[src/rtl/wfu_pkg.sv]
`timescale 1ns/1ps
package wfu_pkg;
  typedef enum logic [2:0] {
    ST_IDLE,
    ST_ARM,
    ST_DLY,
    ST_RUN,
    ST_GAP
  } wfu_state_e;

  localparam logic [1:0] STOP_NOW   = 2'd0;
  localparam logic [1:0] STOP_PASS  = 2'd1;
  localparam logic [1:0] STOP_BLOCK = 2'd2;
endpackage

[src/rtl/wfu_trig_edge.sv]
`timescale 1ns/1ps
module wfu_trig_edge #(
  parameter int STAGES = 2
) (
  input  logic clk,
  input  logic rst_n,
  input  logic trig_in,
  output logic rise
);
  logic [STAGES-1:0] sync_q;
  logic              prev_q;

  generate
    if (STAGES == 1) begin : g_one
      always_ff @(posedge clk or negedge rst_n) begin
        if (!rst_n) sync_q <= '0;
        else        sync_q <= trig_in;
      end
    end else begin : g_chain
      always_ff @(posedge clk or negedge rst_n) begin
        if (!rst_n) sync_q <= '0;
        else        sync_q <= {sync_q[STAGES-2:0], trig_in};
      end
    end
  endgenerate

  always_ff @(posedge clk or negedge rst_n) begin
    if (!rst_n) prev_q <= 1'b0;
    else        prev_q <= sync_q[STAGES-1];
  end

  assign rise = sync_q[STAGES-1] & ~prev_q;
endmodule

[src/rtl/wfu_timer.sv]
`timescale 1ns/1ps
module wfu_timer #(
  parameter int W = 16
) (
  input  logic         clk,
  input  logic         rst_n,
  input  logic         load,
  input  logic         run,
  input  logic [W-1:0] val,
  output logic         zero
);
  logic [W-1:0] cnt_q;

  // load: expires val cycles later; while running it reloads itself on expiry
  always_ff @(posedge clk or negedge rst_n) begin
    if (!rst_n)
      cnt_q <= '0;
    else if (load)
      cnt_q <= val - 1'b1;
    else if (run) begin
      if (cnt_q == '0) cnt_q <= val - 1'b1;
      else             cnt_q <= cnt_q - 1'b1;
    end
  end

  assign zero = (cnt_q == '0);
endmodule

[src/rtl/wfu_seq.sv]
`timescale 1ns/1ps
module wfu_seq
  import wfu_pkg::*;
#(
  parameter int AW     = 11,
  parameter int ITER_W = 16
) (
  input  logic              clk,
  input  logic              rst_n,
  input  logic              trig_rise,
  input  logic              sw_start,
  input  logic              sw_stop,
  input  logic              dly_nz,
  input  logic              gap_nz,
  input  logic [ITER_W-1:0] cfg_iter,
  input  logic              cfg_infinite,
  input  logic [1:0]        cfg_stop_mode,
  input  logic              cfg_retrig,
  input  logic [AW:0]       last_idx,
  input  logic              ui_zero,
  input  logic              dly_zero,
  input  logic              gap_zero,
  output logic              ui_load,
  output logic              ui_run,
  output logic              dly_load,
  output logic              dly_run,
  output logic              gap_load,
  output logic              gap_run,
  output logic              fire,
  output logic              pass_end,
  output logic [AW-1:0]     sidx,
  output logic              busy
);
  wfu_state_e        st_q, st_nxt;
  logic [ITER_W-1:0] it_q;
  logic              stop_q;
  logic              stop_now, last_samp, iter_last, finish;

  assign stop_now  = (cfg_stop_mode == STOP_NOW) || (cfg_stop_mode == 2'd3);
  assign last_samp = ({1'b0, sidx} == last_idx);
  assign iter_last = (cfg_iter == '0) ? (it_q == '0) : (it_q == cfg_iter - 1'b1);

  assign fire     = (st_q == ST_RUN) && ui_zero && !(stop_q && stop_now);
  assign pass_end = fire && last_samp;

  assign finish = (stop_q && cfg_stop_mode == STOP_PASS)
               || (stop_q && cfg_stop_mode == STOP_BLOCK && iter_last)
               || (!cfg_infinite && iter_last);

  assign ui_run  = (st_q == ST_RUN);
  assign dly_run = (st_q == ST_DLY);
  assign gap_run = (st_q == ST_GAP);
  assign busy    = (st_q != ST_IDLE);

  always_comb begin
    st_nxt   = st_q;
    ui_load  = 1'b0;
    dly_load = 1'b0;
    gap_load = 1'b0;
    unique case (st_q)
      ST_IDLE: if (sw_start) st_nxt = ST_ARM;
      ST_ARM: begin
        if (stop_q) st_nxt = ST_IDLE;
        else if (trig_rise) begin
          if (dly_nz) begin st_nxt = ST_DLY; dly_load = 1'b1; end
          else        begin st_nxt = ST_RUN; ui_load  = 1'b1; end
        end
      end
      ST_DLY: begin
        if (stop_q)        st_nxt = ST_IDLE;
        else if (dly_zero) begin st_nxt = ST_RUN; ui_load = 1'b1; end
      end
      ST_RUN: begin
        if (stop_q && stop_now) st_nxt = ST_IDLE;
        else if (pass_end) begin
          if (finish)      st_nxt = (cfg_retrig && !stop_q) ? ST_ARM : ST_IDLE;
          else if (gap_nz) begin st_nxt = ST_GAP; gap_load = 1'b1; end
        end
      end
      ST_GAP: begin
        if (stop_q && cfg_stop_mode != STOP_BLOCK) st_nxt = ST_IDLE;
        else if (gap_zero) begin st_nxt = ST_RUN; ui_load = 1'b1; end
      end
      default: st_nxt = ST_IDLE;
    endcase
  end

  always_ff @(posedge clk or negedge rst_n) begin
    if (!rst_n) begin
      st_q   <= ST_IDLE;
      sidx   <= '0;
      it_q   <= '0;
      stop_q <= 1'b0;
    end else begin
      st_q <= st_nxt;
      if (st_nxt == ST_IDLE)            stop_q <= 1'b0;
      else if (sw_stop && st_q != ST_IDLE) stop_q <= 1'b1;
      if (st_q == ST_IDLE && sw_start) begin
        sidx <= '0;
        it_q <= '0;
      end else if (fire) begin
        sidx <= last_samp ? '0 : sidx + 1'b1;
        if (last_samp) it_q <= iter_last ? '0 : it_q + 1'b1;
      end
    end
  end
endmodule

[src/rtl/wave_update_ctrl.sv]
`timescale 1ns/1ps
module wave_update_ctrl #(
  parameter  int DEPTH        = 2048,
  parameter  int IV_W         = 24,
  parameter  int DLY_W        = 16,
  parameter  int ITER_W       = 16,
  parameter  int MIN_INTERVAL = 40,
  parameter  int TRIG_SYNC    = 2,
  localparam int AW           = $clog2(DEPTH),
  localparam int LEN_W        = AW + 1
) (
  input  logic              clk,
  input  logic              rst_n,
  input  logic              trig,
  input  logic              sw_start,
  input  logic              sw_stop,
  input  logic [IV_W-1:0]   cfg_interval,
  input  logic [DLY_W-1:0]  cfg_start_dly,
  input  logic [DLY_W-1:0]  cfg_gap,
  input  logic [ITER_W-1:0] cfg_iter,
  input  logic              cfg_infinite,
  input  logic [1:0]        cfg_stop_mode,
  input  logic              cfg_retrig,
  input  logic [LEN_W-1:0]  cfg_wave_len,
  input  logic              cfg_dual,
  output logic              upd_strobe,
  output logic [AW-1:0]     rd_addr,
  output logic              wave_end,
  output logic              busy
);
  localparam logic [IV_W-1:0]  MIN_IV   = IV_W'(MIN_INTERVAL);
  localparam logic [LEN_W-1:0] CAP_ONE  = LEN_W'(DEPTH);
  localparam logic [LEN_W-1:0] CAP_DUAL = LEN_W'(DEPTH / 2);

  logic              trig_rise;
  logic [IV_W-1:0]   ui_val;
  logic [LEN_W-1:0]  len_cap, eff_len, last_idx;
  logic ui_load, ui_run, ui_zero;
  logic dly_load, dly_run, dly_zero;
  logic gap_load, gap_run, gap_zero;

  assign ui_val  = (cfg_interval < MIN_IV) ? MIN_IV : cfg_interval;
  assign len_cap = cfg_dual ? CAP_DUAL : CAP_ONE;

  always_comb begin
    if (cfg_wave_len == '0)          eff_len = LEN_W'(1);
    else if (cfg_wave_len > len_cap) eff_len = len_cap;
    else                             eff_len = cfg_wave_len;
  end
  assign last_idx = eff_len - 1'b1;

  wfu_trig_edge #(.STAGES(TRIG_SYNC)) u_edge (
    .clk(clk), .rst_n(rst_n), .trig_in(trig), .rise(trig_rise)
  );

  wfu_timer #(.W(IV_W)) u_ui_tmr (
    .clk(clk), .rst_n(rst_n), .load(ui_load), .run(ui_run),
    .val(ui_val), .zero(ui_zero)
  );

  wfu_timer #(.W(DLY_W)) u_dly_tmr (
    .clk(clk), .rst_n(rst_n), .load(dly_load), .run(dly_run),
    .val(cfg_start_dly), .zero(dly_zero)
  );

  wfu_timer #(.W(DLY_W)) u_gap_tmr (
    .clk(clk), .rst_n(rst_n), .load(gap_load), .run(gap_run),
    .val(cfg_gap), .zero(gap_zero)
  );

  wfu_seq #(.AW(AW), .ITER_W(ITER_W)) u_seq (
    .clk(clk), .rst_n(rst_n), .trig_rise(trig_rise),
    .sw_start(sw_start), .sw_stop(sw_stop),
    .dly_nz(cfg_start_dly != '0), .gap_nz(cfg_gap != '0),
    .cfg_iter(cfg_iter), .cfg_infinite(cfg_infinite),
    .cfg_stop_mode(cfg_stop_mode), .cfg_retrig(cfg_retrig),
    .last_idx(last_idx),
    .ui_zero(ui_zero), .dly_zero(dly_zero), .gap_zero(gap_zero),
    .ui_load(ui_load), .ui_run(ui_run),
    .dly_load(dly_load), .dly_run(dly_run),
    .gap_load(gap_load), .gap_run(gap_run),
    .fire(upd_strobe), .pass_end(wave_end),
    .sidx(rd_addr), .busy(busy)
  );
endmodule

[config.mk]
export PLATFORM = sky130hd
export DESIGN_NAME = wave_update_ctrl
export DESIGN_NICKNAME = d
export VERILOG_FILES = /design/src/rtl/wfu_pkg.sv /design/src/rtl/wfu_trig_edge.sv /design/src/rtl/wfu_timer.sv /design/src/rtl/wfu_seq.sv /design/src/rtl/wave_update_ctrl.sv
export SDC_FILE = /design/constraint.sdc
export NUM_CORES = 1
export LEC_CHECK = 0
export BUFFER_PORTS_ARGS = -buffer_cell sky130_fd_sc_hd__buf_2
export CELL_PAD_IN_SITES_DETAIL_PLACEMENT = 2
export CELL_PAD_IN_SITES_GLOBAL_PLACEMENT = 2
export CORE_ASPECT_RATIO = 0.7
export CORE_UTILIZATION = 32
export DETAILED_ROUTE_END_ITERATION = 16
export PLACE_DENSITY_LB_ADDON = 0.2
export SETUP_SLACK_MARGIN = 0.3
export SLEW_MARGIN = 20
export SYNTH_ARGS = -nofsm -noshare
export SYNTH_HDL_FRONTEND = slang
export SYNTH_HIERARCHICAL = 1
export SYNTH_SLANG_ARGS = --single-unit
[constraint.sdc]
create_clock -name clk -period 3.4 [get_ports clk]
set_clock_uncertainty 0.05 [all_clocks]
set_input_delay 0.17 -clock clk [delete_from_list [all_inputs] [get_ports clk]]
set_output_delay 0.17 -clock clk [all_outputs]
set_load 0.005 [all_outputs]
==> out/results.txt, run 1 <==
status = finished, violations left
failing checks = setup timing
leakage power figure = 4.49 nW
power per cell area = 378 mW/mm²
normalized max-slew margin = 0.425
Final Setup Violations = 13
first-pass GRT wire length = 51300 µm
async set-or-reset flop fraction in the synthesized netlist = 1.00
internal power = 2.44 mW
Mapped Cells = 1018
total CTS buffers = 9
Final WS setup = -0.0940 ns
Max Root-Sink Buffers = 2
fin crit share = 1.03
Synth Cell Area = 0.00820 mm²
library cells used by synthesis = 79
Clock transition at path regs = 0.08 ns
DP HPWL = 24200 µm
Hold Path Class = primary input to flip-flop
switching share of power = 0.401
Sequential Power Share = 0.347
Via-to-Cell Ratio = 5.69
Clk pwr share = 0.267
part of the Yosys area used for sequential elements = 0.275
switching power = 1.63 mW
H-Tree Depth = 3
row count = 48
Initial Util = 0.329
Comb power frac = 0.386
worst path required time = 3.64 ns
Critical Path AT = 3.73 ns
initial antenna violation count = 1
vias in the first global route = 9207
Final min period = 3.49 ns
RSZ-0062 raised after global routing = true
Synth Area per Inst = 8.05 µm²
max-slew violation count = 0
post-synth top area cell = dfrtp_1
DR WL/cell = 21.7 µm
final hold violations = 0
Final Net Count = 1312
I/O Pins = 108
clk_lat worst skew = 0.37 ns
synth warn = 6
top cells by count, synth = dfrtp_1 (90), nand2_1 (88), nor2_1 (65)
die height = 136 µm
Yosys reg bits = 90
post-route setup TNS = -0.533 ns
dpl ws = -0.609 ns
largest net degree at the start of global routing = 60
Layout area overhead = 31.2%
syn nets = 1131
# DRC = 0
grt total ovfl = 0
port bufs = 107
predominant post-synthesis flop cell = dfrtp_1
largest vdd supply drop = 0.000229 V
core area = 0.0249 mm²
CTS root buf = clkbuf_16
CTS tree = built
crit path capture type = flip-flop
Total Routed Length = 33100 µm
synth top area cells = dfrtp_1 (27%), xor2_1 (4.7%), xnor2_1 (4.2%)
Worst-Margin Slew = 0.862 ns
Post-synth EDFFs = 0
Via Count = 8712
CTS sink cnt = 90
Crit Path Max Fanout = 10
count leader, synth = dfrtp_1
ANT nets after route = 0
Die Footprint = 0.0263 mm²
share of cells above drive strength 1 = 0.303
Setup crit start kind = primary input
category of the most critical setup path = primary input to flip-flop
Fmax achieved = 0.286 GHz
gpl congestion = 0.855
Iter 0 DRT Violations = 551
Die X = 193 µm
Pre-antenna DRT Iters = 7
max cap viols = 0
GRT Util Overall = 0.246
Yosys top cell area share = 0.275
critical path: stages:
cell       delay, ns
buf_6           0.09
or4_4           0.57
or4_4           0.46
o41ai_4         0.24
buf_6           0.18
mux2i_1         0.18
o211ai_1        0.12
xor2_1          0.18
nor4_2          0.25
nand3_2         0.16
nor2_4          0.14
buf_6           0.13
inv_6           0.04
a311oi_4        0.25
buf_6           0.18
clkbuf_16       0.16
a21oi_1         0.08
mux2i_1         0.14
logic make-up (layout without fill, tap and decap cells):
group           after synthesis  count (layout)  share of synthesized area
other cells                   0               1                          0
mux                          35              35                     0.0432
compound gates              220             221                      0.192
xor+xnor                     84              84                     0.0907
flops                        90              90                      0.275
fa+ha+maj                    19              19                     0.0290
buf+inv                     117             302                     0.0594
simple gates                453             453                      0.312
layout make-up:
cell class | count | area (µm²)
well taps | 325 | 407
inverters | 59 | 229
clock inverters | 6 | 73.8
multi-input cells | 812 | 5900
diodes | 1 | 2.50
flip-flops and latches | 90 | 2250
clock buffers | 10 | 229
fillers | 2794 | 14200
repair buffers | 227 | 1660
per-stage QoR:
stage               hold slack, ns  power, mW  instance area, µm²   util  instances
floorplan                   -0.176       2.24                8280      -       1018
global placement             0.269       2.72                9720  0.390       1487
detailed placement           0.272       2.79                9720  0.390       1487
CTS                         0.0658       3.98               10400  0.417       1517
global route                0.0891       4.28               10800  0.432       1530
finish                      0.0768       4.07               10800  0.432       1530
power groups by stage:
stage                     clock (mW)  sequential, mW  combinational [mW]
after floorplan                    0            1.35               0.889
after global placement             0            1.41                1.31
after detailed placement           0            1.42                1.37
after CTS                       1.11            1.40                1.46
after global routing            1.14            1.43                1.70
final                           1.08            1.41                1.57
what timing repair did:
action / in CTS / in global routing
endpoints found under the setup margin: 59 / 72
resized for setup: 59 / 59
pin swaps: 21 / 10
endpoints found under the hold margin: 58 / 0
hold buffers: 2 / 0
gates cloned: 3 / 2
buffers inserted: 9 / 10
routing by layer:
layer  part of all wire  global-route usage
met5                  0                   0
met4              0.013              0.0529
met3              0.022              0.0280
met2               0.46               0.393
met1               0.51               0.354
flip-flops by register name (all words and copies together) (netlist names):
register         cells
u_edge/prev_q        1
u_edge/sync_q        2
u_dly_tmr/cnt_q     16
u_gap_tmr/cnt_q     16
u_seq/it_q          16
u_seq/sidx          11
u_seq/stop_q         1
u_seq/st_q           3
u_ui_tmr/cnt_q      24
cells in the final DEF, fill, tap and decap left out, types with 7 or more instances in the layout:
cell and n:
nor2_1 53, a22oi_1 12, o31ai_1 7, ha_1 18, clkbuf_16 11, o21ai_0 32
nor2_4 9, o211ai_1 8, or4_1 16, nand3_1 29, buf_6 20, dfrtp_1 90
buf_2 103, nand4_1 22, or3_1 13, nor3_1 50, xnor2_1 39, xor2_1 44
or2_2 12, inv_1 56, o22ai_1 13, nor4_1 44, nand2_1 80, and3_1 16
buf_4 92, a21oi_2 7, mux2i_1 31, nor3b_1 7, nor2b_1 13, a21o_1 11
nand2b_1 15, a21oi_1 30, o21ai_2 7
final timing paths:
check,start,endpoint,slack (ns),cells past startpoint
min in group asynchronous,rst_n,u_dly_tmr/cnt_q[12]$_DFFE_PN0P_,0.40,2
max,cfg_wave_len[3],u_seq/it_q[6]$_DFFE_PN0P_,-0.09,18
max in group asynchronous,rst_n,u_gap_tmr/cnt_q[14]$_DFFE_PN0P_,2.07,3
max reg2reg,u_seq/it_q[8]$_DFFE_PN0P_,u_gap_tmr/cnt_q[15]$_DFFE_PN0P_,0.17,13
min,cfg_start_dly[7],u_dly_tmr/cnt_q[7]$_DFFE_PN0P_,0.08,3
min reg2reg,u_edge/sync_q[0]$_DFF_PN0_,u_edge/sync_q[1]$_DFF_PN0_,0.31,0
Note: power is estimated with default switching activity, not from simulation.
==> run 2, diff against run 1 <==
--- a/config.mk
+++ b/config.mk
@@ -11,7 +11,7 @@
 export CORE_ASPECT_RATIO = 0.7
 export CORE_UTILIZATION = 32
 export DETAILED_ROUTE_END_ITERATION = 16
-export PLACE_DENSITY_LB_ADDON = 0.2
+export PLACE_DENSITY_LB_ADDON = 0.1
 export SETUP_SLACK_MARGIN = 0.3
 export SLEW_MARGIN = 20
 export SYNTH_ARGS = -nofsm -noshare
==> run 2 against run 1 <==
  * The flow still finishes with violations (setup timing)
  * Worst setup slack improved by 0.0038 ns
  * Critical path depth is the same
  * Core utilization rose by 0.080 points
  * Hold slack gained 0.0059 ns
==> out/results.txt, run 2 (synthesis results as in run 1) <==
status = finished, violations left
failing checks = setup timing
ANT nets after route = 0 (unchanged)
Final Setup Violations = 15 (+2)
DR WL/cell = 21.5 µm (-0.91%)
first-pass GRT wire length = 51600 µm (+0.44%)
H-Tree Depth = 3 (unchanged)
Pre-antenna DRT Iters = 7 (unchanged)
Final Net Count = 1324 (+0.91%)
power per cell area = 381 mW/mm² (+0.67%)
largest vdd supply drop = 0.000226 V (-1.4%)
final hold violations = 0 (unchanged)
fin crit share = 1.03 (-0.00112)
Crit Path Max Fanout = 6 (-4)
Total Routed Length = 33100 µm (-0.20%)
Diodes inserted = 0 (-1)
Final min period = 3.49 ns (-0.00380 ns)
placed insts = 1494 (+0.47%)
normalized max-slew margin = 0.534 (+0.108)
Max Root-Sink Buffers = 2 (unchanged)
core area = 0.0249 mm² (unchanged)
clk_lat worst skew = 0.37 ns (about the same)
CTS sink cnt = 90 (unchanged)
category of the most critical setup path = primary input to flip-flop
CTS root buf = clkbuf_16
share of cells above drive strength 1 = 0.305 (+0.00194)
most frequent cells in the layout = buf_4 (108), buf_2 (103), dfrtp_1 (90), nand2_1 (81), inv_1 (57)
max-slew violation count = 0 (unchanged)
leakage power figure = 4.55 nW (+1.5%)
Initial Util = 0.329 (unchanged)
vias in the first global route = 9170 (-0.40%)
commonest non-fill, non-tap cell in the layout = buf_4
Slowest-stage cell, CP = or4_4
most used cell, CP = buf_6
gpl congestion = 0.831 (-2.9%)
# DRC = 0 (unchanged)
met3 Track Usage GR = 0.0260 (-0.00198)
Critical Path AT = 3.72 ns (about the same)
Die X = 193 µm (unchanged)
Worst-Margin Slew = 0.690 ns (-0.172 ns)
Hold Path Class = primary input to flip-flop
Fmax achieved = 0.287 GHz (+0.11%)
Layout area overhead = 31.5%
worst path required time = 3.63 ns (about the same)
Most flops, register = u_ui_tmr/cnt_q
Clock transition at path regs = 0.07 ns (about the same)
crit path capture type = flip-flop
row count = 48 (unchanged)
largest net degree at the start of global routing = 49 (-18%)
GR peak layer = met2
Core Util, Final = 0.432 (+0.000803)
Iter 0 DRT Violations = 436 (-21%)
max cap viols = 0 (unchanged)
Final WS setup = -0.0902 ns (+0.00380 ns)
met1 GRT Util = 0.361 (+0.00642)
Via-to-Cell Ratio = 5.68 (-0.18%)
I/O Pins = 108 (unchanged)
dpl ws = -0.571 ns (+0.0382 ns)
CTS tree = built
total CTS buffers = 9 (unchanged)
initial antenna violation count = 0 (-1)
Via Count = 8759 (+0.54%)
port bufs = 107 (unchanged)
met2 GRT Util = 0.397 (+0.00403)
fin cells = 1541 (+0.72%)
DP HPWL = 24700 µm (+1.8%)
Setup crit start kind = primary input
Die Footprint = 0.0263 mm² (unchanged)
RSZ-0062 raised after global routing = true
die height = 136 µm (unchanged)
max FFs per register = 24 (unchanged)
GRT Util Overall = 0.248 (+0.00217)
grt total ovfl = 0 (unchanged)
CP cell instances = buf_6 -> or4_4 -> or4_4 -> o41ai_4 -> buf_4 -> mux2i_1 -> o211ai_1 -> xor2_1 -> nor4_2 -> nand3_2 -> nor2_4 -> buf_6 -> inv_4 -> a311oi_4 -> buf_4 -> buf_6 -> nand2_2 -> mux2i_1
slowest stage delay, CP = 0.55 ns (-0.02 ns)
==> run 2: metrics by stage <==
stage	TNS (ns)	hold WS [ns]	area, µm²	power [mW]
5_1_grt	-4.49	0.0881	10800	4.32
2_1_floorplan	-3.49	-0.176	8280	2.24
4_1_cts	-0.0299	0.0705	10400	4.04
3_5_place_dp	-18.77	0.176	9770	2.83
3_3_place_gp	-13.77	0.186	9770	2.77
6_report	-0.676	0.0826	10800	4.10
==> run 2: report_power, final <==
group          switching (mW)  total, mW  internal (mW)
logic                   0.890       1.52          0.633
registers               0.205       1.41           1.20
clock network           0.500       1.17          0.673
total                    1.60       4.10           2.51
==> run 2: timing repair <==
action                     in CTS  in global routing
gates resized for setup        60                 50
hold buffers                    2                  0
pin swaps                      15                 12
gates cloned                    2                  2
setup endpoints to repair      57                 56
hold endpoints to repair       43                  0
setup buffers                  10                 15
==> run 2: area by class of cell <==
class / instances / area [µm²]
Fill cell: 2815 / 14100
Multi-Input combinational cell: 812 / 5880
Sequential cell: 90 / 2250
Timing Repair Buffer: 239 / 1680
Tap cell: 325 / 407
Clock buffer: 10 / 239
Inverter: 59 / 226
Clock inverter: 6 / 93.8
==> run 2: path summary, 6_finish.rpt <==
path | startpoint | end | slack (ns) | cells past startpoint
worst max-delay path | cfg_wave_len[6] | u_seq/it_q[12]$_DFFE_PN0P_ | -0.09 | 18
worst min-delay path | cfg_start_dly[7] | u_dly_tmr/cnt_q[7]$_DFFE_PN0P_ | 0.08 | 3
worst max register to register | u_seq/it_q[8]$_DFFE_PN0P_ | u_gap_tmr/cnt_q[15]$_DFFE_PN0P_ | 0.06 | 13
worst min register to register | u_edge/sync_q[0]$_DFF_PN0_ | u_edge/sync_q[1]$_DFF_PN0_ | 0.35 | 0
max in group asynchronous | rst_n | u_seq/sidx[7]$_DFFE_PN0P_ | 2.28 | 3
min in group asynchronous | rst_n | u_dly_tmr/cnt_q[12]$_DFFE_PN0P_ | 0.32 | 2
==> run 2: metal layers <==
| metal | routed length (µm) | up-vias |
|---|---|---|
| li1 | - | 4147 |
| met2 | 15100 | 124 |
| met4 | 303 | 0 |
| met1 | 16900 | 4468 |
| met5 | 0 | - |
| met3 | 793 | 20 |
==> run 2: critical path, delay by kind of cell <==
family | cells | cell delay (ns)
AO/OA/AOI/OAI | 3 | 0.63
XOR/XNOR | 1 | 0.19
buffers and inverters | 6 | 0.74
multiplexers | 2 | 0.36
AND/OR/NAND/NOR | 6 | 1.61
